--- config.mk ---
export PLATFORM = sky130hd
export DESIGN_NAME = ctl_flow_unit
export DESIGN_NICKNAME = d
export VERILOG_FILES = /design/src/rtl/pcu_pkg.sv /design/src/rtl/pcu_cond_eval.sv /design/src/rtl/pcu_target_gen.sv /design/src/rtl/pcu_stack_adj.sv /design/src/rtl/ctl_flow_unit.sv
export SDC_FILE = /design/constraint.sdc
export NUM_CORES = 1
export LEC_CHECK = 0
export CAP_MARGIN = 20
export CORE_MARGIN = 3
export CORE_UTILIZATION = 27
export DETAILED_ROUTE_END_ITERATION = 12
export PLACE_DENSITY_LB_ADDON = 0.2
export SYNTH_ARGS = -nofsm -noshare
export SYNTH_HDL_FRONTEND = slang
export SYNTH_SLANG_ARGS = --single-unit
--- constraint.sdc ---
create_clock -name clk -period 6 [get_ports clk]
set_input_delay 0.9 -clock clk [delete_from_list [all_inputs] [get_ports clk]]
set_output_delay 0.9 -clock clk [all_outputs]
set_load 0.02 [all_outputs]
--- src/rtl/pcu_pkg.sv ---
package pcu_pkg;

    localparam int unsigned KIND_W = 3;

    typedef enum logic [KIND_W-1:0] {
        FK_SEQ      = 3'd0,
        FK_JUMP     = 3'd1,
        FK_BRANCH   = 3'd2,
        FK_CALL_ABS = 3'd3,
        FK_CALL_REL = 3'd4,
        FK_RETURN   = 3'd5,
        FK_PUSH     = 3'd6,
        FK_POP      = 3'd7
    } flow_kind_e;

    typedef enum logic [2:0] {
        PCS_SEQ  = 3'd0,
        PCS_SKIP = 3'd1,
        PCS_ABS  = 3'd2,
        PCS_REL  = 3'd3,
        PCS_POP  = 3'd4
    } pc_sel_e;

    typedef enum logic [1:0] {
        SPM_HOLD = 2'd0,
        SPM_DEC  = 2'd1,
        SPM_INC  = 2'd2
    } sp_mode_e;

    typedef struct packed {
        pc_sel_e  pc_sel;
        sp_mode_e sp_mode;
        logic     stk_we;
        logic     stk_re;
        logic     taken;
        logic     wd_ret;
    } flow_ctl_t;

    function automatic logic is_call(flow_kind_e k);
        return (k == FK_CALL_ABS) || (k == FK_CALL_REL);
    endfunction

    function automatic flow_ctl_t decode_flow(flow_kind_e k, logic cond_ok);
        flow_ctl_t c;
        c.pc_sel  = PCS_SEQ;
        c.sp_mode = SPM_HOLD;
        c.stk_we  = 1'b0;
        c.stk_re  = 1'b0;
        c.taken   = 1'b0;
        c.wd_ret  = 1'b0;
        case (k)
            FK_JUMP: begin
                c.taken  = cond_ok;
                c.pc_sel = cond_ok ? PCS_ABS : PCS_SKIP;
            end
            FK_BRANCH: begin
                c.taken  = cond_ok;
                c.pc_sel = cond_ok ? PCS_REL : PCS_SKIP;
            end
            FK_CALL_ABS, FK_CALL_REL: begin
                c.pc_sel  = (k == FK_CALL_ABS) ? PCS_ABS : PCS_REL;
                c.sp_mode = SPM_DEC;
                c.stk_we  = 1'b1;
                c.taken   = 1'b1;
                c.wd_ret  = 1'b1;
            end
            FK_RETURN: begin
                c.pc_sel  = PCS_POP;
                c.sp_mode = SPM_INC;
                c.stk_re  = 1'b1;
                c.taken   = 1'b1;
            end
            FK_PUSH: begin
                c.sp_mode = SPM_DEC;
                c.stk_we  = 1'b1;
            end
            FK_POP: begin
                c.sp_mode = SPM_INC;
                c.stk_re  = 1'b1;
            end
            default: ;
        endcase
        return c;
    endfunction

endpackage

--- src/rtl/pcu_cond_eval.sv ---
module pcu_cond_eval #(
    parameter int unsigned FLAG_W = 3
) (
    input  logic [FLAG_W-1:0] flags,
    input  logic [FLAG_W-1:0] care,
    input  logic [FLAG_W-1:0] pol,
    output logic              cond_ok
);
    logic [FLAG_W-1:0] bit_ok;

    // A masked bit must equal its polarity; an unmasked bit requires polarity 0.
    for (genvar i = 0; i < FLAG_W; i++) begin : g_bit
        assign bit_ok[i] = care[i] ? (flags[i] == pol[i]) : ~pol[i];
    end

    assign cond_ok = &bit_ok;
endmodule

--- src/rtl/pcu_target_gen.sv ---
module pcu_target_gen
    import pcu_pkg::*;
#(
    parameter int unsigned DATA_W    = 16,
    parameter int unsigned OPC_BYTES = 2
) (
    input  logic [DATA_W-1:0] pc,
    input  logic [DATA_W-1:0] imm,
    input  logic [DATA_W-1:0] pop_data,
    input  pc_sel_e           sel,
    output logic [DATA_W-1:0] next_pc,
    output logic [DATA_W-1:0] ret_pc
);
    localparam logic [DATA_W-1:0] SEQ_INC  = DATA_W'(OPC_BYTES);
    localparam logic [DATA_W-1:0] SKIP_INC = DATA_W'(2 * OPC_BYTES);

    logic [DATA_W-1:0] seq_pc;
    logic [DATA_W-1:0] rel_pc;

    assign seq_pc = pc + SEQ_INC;
    assign ret_pc = pc + SKIP_INC;
    assign rel_pc = ret_pc + imm;

    always_comb begin
        case (sel)
            PCS_SKIP: next_pc = ret_pc;
            PCS_ABS:  next_pc = imm;
            PCS_REL:  next_pc = rel_pc;
            PCS_POP:  next_pc = pop_data;
            default:  next_pc = seq_pc;
        endcase
    end
endmodule

--- src/rtl/pcu_stack_adj.sv ---
module pcu_stack_adj
    import pcu_pkg::*;
#(
    parameter int unsigned DATA_W  = 16,
    parameter int unsigned SP_STEP = 2
) (
    input  logic [DATA_W-1:0] sp,
    input  sp_mode_e          mode,
    input  logic              we,
    input  logic              wd_ret,
    input  logic [DATA_W-1:0] ret_pc,
    input  logic [DATA_W-1:0] push_data,
    output logic [DATA_W-1:0] sp_next,
    output logic [DATA_W-1:0] addr,
    output logic [DATA_W-1:0] wdata
);
    localparam logic [DATA_W-1:0] STEP = DATA_W'(SP_STEP);

    logic [DATA_W-1:0] sp_dec;
    logic [DATA_W-1:0] sp_inc;

    assign sp_dec = sp - STEP;
    assign sp_inc = sp + STEP;

    always_comb begin
        case (mode)
            SPM_DEC: sp_next = sp_dec;
            SPM_INC: sp_next = sp_inc;
            default: sp_next = sp;
        endcase
    end

    // Pre-decrement writes at the new top; post-increment reads at the old top.
    assign addr  = (mode == SPM_DEC) ? sp_dec : sp;
    assign wdata = !we ? '0 : (wd_ret ? ret_pc : push_data);
endmodule

--- src/rtl/ctl_flow_unit.sv ---
module ctl_flow_unit
    import pcu_pkg::*;
#(
    parameter int unsigned DATA_W    = 16,
    parameter int unsigned FLAG_W    = 3,
    parameter int unsigned SP_STEP   = 2,
    parameter int unsigned OPC_BYTES = 2
) (
    input  logic              clk,
    input  logic              rst,
    input  logic              in_valid,
    input  logic [2:0]        in_kind,
    input  logic [FLAG_W-1:0] in_care,
    input  logic [FLAG_W-1:0] in_pol,
    input  logic [FLAG_W-1:0] in_flags,
    input  logic [DATA_W-1:0] in_pc,
    input  logic [DATA_W-1:0] in_imm,
    input  logic [DATA_W-1:0] in_sp,
    input  logic [DATA_W-1:0] in_pop_data,
    input  logic [DATA_W-1:0] in_push_data,
    output logic              out_valid,
    output logic [DATA_W-1:0] out_next_pc,
    output logic              out_taken,
    output logic [DATA_W-1:0] out_sp,
    output logic [DATA_W-1:0] out_stk_addr,
    output logic              out_stk_we,
    output logic              out_stk_re,
    output logic [DATA_W-1:0] out_stk_wdata
);
    localparam logic [DATA_W-1:0] SP_INC   = DATA_W'(SP_STEP);
    localparam logic [DATA_W-1:0] SKIP_INC = DATA_W'(2 * OPC_BYTES);

    flow_kind_e        kind;
    logic              cond_ok;
    flow_ctl_t         ctl;
    logic [DATA_W-1:0] nxt_pc;
    logic [DATA_W-1:0] ret_pc;
    logic [DATA_W-1:0] nxt_sp;
    logic [DATA_W-1:0] stk_addr;
    logic [DATA_W-1:0] stk_wdata;

    assign kind = flow_kind_e'(in_kind);

    pcu_cond_eval #(.FLAG_W(FLAG_W)) u_cond (
        .flags   (in_flags),
        .care    (in_care),
        .pol     (in_pol),
        .cond_ok (cond_ok)
    );

    always_comb ctl = decode_flow(kind, cond_ok);

    pcu_target_gen #(.DATA_W(DATA_W), .OPC_BYTES(OPC_BYTES)) u_tgt (
        .pc       (in_pc),
        .imm      (in_imm),
        .pop_data (in_pop_data),
        .sel      (ctl.pc_sel),
        .next_pc  (nxt_pc),
        .ret_pc   (ret_pc)
    );

    pcu_stack_adj #(.DATA_W(DATA_W), .SP_STEP(SP_STEP)) u_stk (
        .sp        (in_sp),
        .mode      (ctl.sp_mode),
        .we        (ctl.stk_we),
        .wd_ret    (ctl.wd_ret),
        .ret_pc    (ret_pc),
        .push_data (in_push_data),
        .sp_next   (nxt_sp),
        .addr      (stk_addr),
        .wdata     (stk_wdata)
    );

    always_ff @(posedge clk) begin
        if (rst) begin
            out_valid     <= 1'b0;
            out_next_pc   <= '0;
            out_taken     <= 1'b0;
            out_sp        <= '0;
            out_stk_addr  <= '0;
            out_stk_we    <= 1'b0;
            out_stk_re    <= 1'b0;
            out_stk_wdata <= '0;
        end else begin
            out_valid <= in_valid;
            if (in_valid) begin
                out_next_pc   <= nxt_pc;
                out_taken     <= ctl.taken;
                out_sp        <= nxt_sp;
                out_stk_addr  <= stk_addr;
                out_stk_we    <= ctl.stk_we;
                out_stk_re    <= ctl.stk_re;
                out_stk_wdata <= stk_wdata;
            end
        end
    end

    AST_VALID_TRACKS: assert property (@(posedge clk) disable iff (rst)
        in_valid |=> out_valid);
    AST_IDLE_HOLD: assert property (@(posedge clk) disable iff (rst)
        !in_valid |=> (!out_valid && $stable(out_next_pc) && $stable(out_sp)));
    AST_UNCOND_JUMP: assert property (@(posedge clk) disable iff (rst)
        (in_valid && kind == FK_JUMP && in_care == '0 && in_pol == '0)
        |=> (out_taken && out_next_pc == $past(in_imm)));
    AST_CALL_SAVES: assert property (@(posedge clk) disable iff (rst)
        (in_valid && is_call(kind))
        |=> (out_taken && out_stk_we && out_stk_wdata == $past(in_pc) + SKIP_INC));
    AST_RET_TARGET: assert property (@(posedge clk) disable iff (rst)
        (in_valid && kind == FK_RETURN)
        |=> (out_taken && out_stk_re && out_next_pc == $past(in_pop_data)));
    AST_WRITE_AT_TOP: assert property (@(posedge clk) disable iff (rst)
        (out_valid && out_stk_we) |-> (out_sp == out_stk_addr));
    AST_READ_BELOW: assert property (@(posedge clk) disable iff (rst)
        (out_valid && out_stk_re) |-> (out_sp == out_stk_addr + SP_INC));
    AST_SEQ_QUIET: assert property (@(posedge clk) disable iff (rst)
        (in_valid && kind == FK_SEQ)
        |=> (!out_taken && !out_stk_we && !out_stk_re && out_sp == $past(in_sp)));
endmodule

Yosys cells after proc, flatten, opt, wreduce, memory -nomap -nowiden --
Cells that the tools add are included.
Storage, ports and cells: output and inout port bits 68, logic and storage cells 55, register bits after elaboration 68
Operators by class: bitwise operators 3, reductions and logical operators 6, muxes and demuxes 17, eq/ne operators 16, $add $sub $neg 5
Operators with widths (number):
- 16-bit one-hot mux with 4 select lines | 1
- 16-bit two-way mux | 3
- 16-bit by 2-bit adder with 16-bit output (second input constant) | 2
- 16-bit one-hot mux with 2 select lines | 1
- 16-bit adder | 1
- 16-bit by 3-bit adder with 16-bit output (second input constant) | 1
- 16-bit by 2-bit subtractor with 16-bit output (second input constant) | 1
- 3-bit == test (second input constant) | 5
- 3-bit by 2-bit == test with 1-bit output (second input constant) | 4
- 3-bit one-hot mux with 4 select lines | 1
- 1-bit two-way mux | 7
- 3-bit by 1-bit == test with 1-bit output (second input constant) | 2
- 2-bit OR reduction | 3
- 3-bit OR reduction | 2
- 2-bit two-way mux | 2
- 2-bit one-hot mux with 2 select lines | 1
- 1-bit == test | 3
- 1-bit NOT | 3
- 3-bit AND reduction | 1
- 2-bit by 1-bit == test with 1-bit output (second input constant) | 1
- 2-bit == test (second input constant) | 1
- 1-bit one-hot mux with 2 select lines | 1

Logic depth before layout (Yosys ltp) --
word-level depth 7, depth in mapped cells 13, depth with buffers taken out 12

Cells and area by module --
Synthesis repeated with hierarchy kept, for this count alone.
Unflattened totals: cell total of the unflattened synthesis 753, area total of the unflattened synthesis 6195.9 um^2
Modules (own cells, without submodules):
- ctl_flow_unit | instances 1, area each 2531.2 um^2, cells each 237
- pcu_target_gen | instances 1, area each 2028.2 um^2, cells each 291
- pcu_stack_adj | instances 1, area each 1589.0 um^2, cells each 218
- pcu_cond_eval | instances 1, area each 47.5 um^2, cells each 7

Least setup slack after synthesis --
No wires, ideal clock.
kind input port to flip-flop, start input in_pc[2], end register out_next_pc[15], required time 5.873 ns, cell stages on the path 11, data arrival time 3.375 ns, path slack 2.498 ns, cell sequence ha_1 and3_1 clkbuf_1 nand4_1 xnor2_1 ha_1 nand3_1 or3_1 o21ba_2 o2111a_1 or3b_1
On the way: longest elaborated chain between the ends 3, elaborated cells between the ends (all ways) 4
RTL lines:
- start: declaration | line ctl_flow_unit.sv:16 | input logic [DATA_W-1:0] in_pc,
- 16-bit by 3-bit adder with 16-bit output | line pcu_target_gen.sv:21 | assign ret_pc = pc + SKIP_INC;
- 16-bit adder | line pcu_target_gen.sv:22 | assign rel_pc = ret_pc + imm;
- 16-bit one-hot mux with 4 select lines (*) | line pcu_target_gen.sv:25 | case (sel)
- end signal: assignment | line ctl_flow_unit.sv:87 | out_next_pc <= nxt_pc;
- end: declaration | line ctl_flow_unit.sv:22 | output logic [DATA_W-1:0] out_next_pc,
Mark *: on every way between the ends. The rest lies on a longest branch, timed or not. A chain may end at the register's enable or synchronous reset.

Worst setup path after layout --
start input in_kind[0], end register out_sp[7]
On the way: longest elaborated chain between the ends 5, elaborated cells between the ends (all ways) 11
RTL lines:
- start: declaration | line ctl_flow_unit.sv:12 | input logic [2:0] in_kind,
- 3-bit by 2-bit == test with 1-bit output / 3-bit == test (equally long branches) | line pcu_pkg.sv:51 | case (k)
- 3-bit OR reduction (no line) / 2-bit OR reduction (equally long branches)
- 2-bit one-hot mux with 2 select lines (*) | line pcu_pkg.sv:51
- 2-bit == test / 2-bit by 1-bit == test with 1-bit output (equally long branches) | line pcu_stack_adj.sv:26 | case (mode)
- 16-bit one-hot mux with 2 select lines (*) | line pcu_stack_adj.sv:26
- end signal: assignment | line ctl_flow_unit.sv:89 | out_sp <= nxt_sp;
- end: declaration | line ctl_flow_unit.sv:24 | output logic [DATA_W-1:0] out_sp,
Marked as above.

==> metrics.md <==
| Metric | Value |
|---|---|
| Die width | 148 um |
| Critical Path Start Type | input port |
| Most frequent cells in the layout | clkdlybuf4s50_1 (160), nor2_1 (86), nand2_1 (77), dfxtp_1 (67), a21oi_1 (58) |
| Async SR Flop Fraction | 0 |
| Crit share post-route | 0.729 |
| Clock Path Buffers | 2 |
| Register bit count reported by yosys | 67 |
| Net Count, Synth | 850 |
| DR vias/cell | 5.38 |
| Layout cells sized above 1 | 0.0429 |
| Total power | 1630 uW |
| P_sw | 525 uW |
| Antenna diode count | 0 |
| Area after DPL | 7210 um2 |
| First-pass GRT wire length | 33,500 um |
| Post-synth EDFFs | 0 |
| Required time worst endpoint | 6260 ps |
| Number of hold buffers added after CTS | 0 |
| Type of the most critical hold path | flip-flop to flip-flop |
| Slew @ Worst Pin | 1040 ps |
| MaxCap Viol Count | 0 |
| WP data arrival | 4640 ps |
| Mapped cell area | 5460 um2 |
| Clk_lat worst skew | 340 ps |
| Vias | 6,062 |
| Final Hold Fails | 0 |
| Aggregate global-route resource usage | 0.195 |
| RePlAce Congestion | 0.912 |
| Status | finished, final reports clean |
| # DRC | 0 |
| Syn Area/Cell | 7.48 um2 |
| Clock Power Share | 0.390 |
| Worst relative slew slack | 0.301 |
| Largest net degree at the start of global routing | 67 |
| P_int | 1100 uW |
| Die height | 148 um |
| DRT iter0 DRCs | 604 |
| Layout Cells excl Fill | 1,127 |
| Total CTS buffers | 9 |
| PortBufs | 162 |
| Initial antenna violation count | 0 |
| Synthesis-to-finish area growth | 38.6% |
| I/O pin count | 163 |
| VDD IR max | 0.000127 V |
| Leakage | 0.00272 uW |
| Starting Density | 0.278 |
| Sw Ratio | 0.322 |
| Most common cell after layout, fill and taps aside | clkdlybuf4s50_1 |
| Sequential-to-total area share from yosys stat | 0.246 |
| Ys flop type | dfxtp_1 |
| PwrDens | 215 nW/um2 |
| FP Rows | 51 |
| Logic pwr share | 0.307 |
| Slew Limit Fails | 0 |
| Final nets | 978 |
| Clock sinks | 67 |
| Congestion Overflow GR | 0 |
| First-pass DRT Iterations | 5 |
| Drt wl/cell | 19.3 um |
| Setup Buffers After CTS | 0 |
| CTS-repair resized insts | 0 |
| Worst Path Max Fanout | 21 |
| Worst Setup End Kind | flip-flop |
| Maximum clock frequency | 229 MHz |
| Post-DP HPWL | 16,700 um |
| RSZ-0062 raised after global routing | no |
| Clock-pin slew on the worst setup and hold paths | 60 ps |
| Sequential share of power | 0.303 |
| Die ar. | 21,900 um2 |
| Cells after synthesis | 729 |
| Min Tclk post-route | 4370 ps |
| # H-tree levels | 3 |
| TritonCTS clock tree | done |
| Final instance area | 7560 um2 |
| Final ANT Viol Nets | 0 |
| Unique masters post-synth | 75 |
| Clk_skew | 0 ps |
| Core area | 19,700 um2 |
| Vias in the first global route | 5,782 |
| TNS Setup | 0 ps |
| Final WL | 21,800 um |
| Final setup vio count | 0 |
| Clock Tree Root | clkbuf_16 |
| FILL cells | 2,099 |
| # placed instances | 1,111 |
| Critical path type | input port to flip-flop |
| Ys Warns | 0 |
## final cells by class
class / count / area, um2 / area share
clock buffer: 9 / 225 / 0.0298
clock inverter: 7 / 125 / 0.0165
sequential: 67 / 1340 / 0.177
multi-input combinational: 594 / 3820 / 0.505
timing repair buffer: 169 / 1660 / 0.220
tap: 265 / 332 / 0.0438
inverter: 16 / 60.1 / 0.00794
## routing by layer
metal  GRT usage  up-vias  routed length [um]
met2       0.298      249                9610
met1       0.283     2824               10300
met5           0        -                   0
met4      0.0499        0                 311
met3      0.0363       24                1600
li1            -     2965                   -
## cell families after synthesis
kind of cell             Yosys count  share of synthesized area
XOR/XNOR                          45                     0.0722
AO/OA/AOI/OAI                    229                      0.286
flip-flops                        67                      0.246
multiplexers                      21                     0.0388
AND/OR/NAND/NOR                  273                      0.241
buffers and inverters             68                     0.0553
adder cells (fa/ha/maj)           26                     0.0610
## power by group through the flow
stage          clock (uW)  combinational (uW)  sequential (uW)
3_3_place_gp            0                 498              504
3_5_place_dp            0                 497              504
5_1_grt               668                 541              497
4_1_cts               652                 498              495
2_1_floorplan           0                 247              535
6_report              635                 500              494
## Yosys cell counts, types with 13 or more instances
library cell / instances / share of area
nand4_1: 13 / 0.015
nand3_1: 17 / 0.016
dfxtp_1: 67 / 0.25
mux2i_1: 20 / 0.037
clkbuf_1: 26 / 0.018
inv_1: 15 / 0.010
xnor2_1: 27 / 0.043
a211oi_1: 27 / 0.037
a221oi_1: 15 / 0.024
o21ai_0: 38 / 0.035
a21oi_1: 58 / 0.053
nor3_1: 16 / 0.015
xor2_1: 18 / 0.029
buf_2: 13 / 0.012
nor2_1: 86 / 0.059
nand2_1: 77 / 0.053
ha_1: 25 / 0.057
## worst paths after layout
path                  endpoint  cells past startpoint  slack, ps              start
min          out_stk_wdata[11]                      2        460  out_stk_wdata[11]
max                  out_sp[7]                     10       1630         in_kind[0]
min reg2reg  out_stk_wdata[11]                      2        460  out_stk_wdata[11]
max reg2reg    out_next_pc[10]                      4       4470    out_next_pc[10]
## worst max-delay path, cell delays in order
cell,delay (ps)
clkdlybuf4s50_1,940
nand3b_1,270
o21ai_0,340
ha_1,750
inv_1,330
or2_1,350
nor3_1,260
a21oi_1,80
o311a_1,290
nor3_1,110
## through the flow
| stage | setup WS, ps | utilization | hold WS, ps |
|---|---|---|---|
| finish | 1630 | 0.385 | 465 |
| global route | 1360 | 0.385 | 482 |
| CTS | 1730 | 0.385 | 462 |
| global placement | 1400 | 0.367 | 443 |
| detailed placement | 1360 | 0.367 | 441 |
| floorplan | 2500 | - | 532 |
## flip-flops by register name (all words and copies together), names as in the netlist
register,flops
out_next_pc,16
out_sp,16
out_stk_addr,15
out_stk_re,1
out_stk_wdata,16
out_stk_we,1
out_taken,1
out_valid,1
Power figures use the tool's default switching activity.
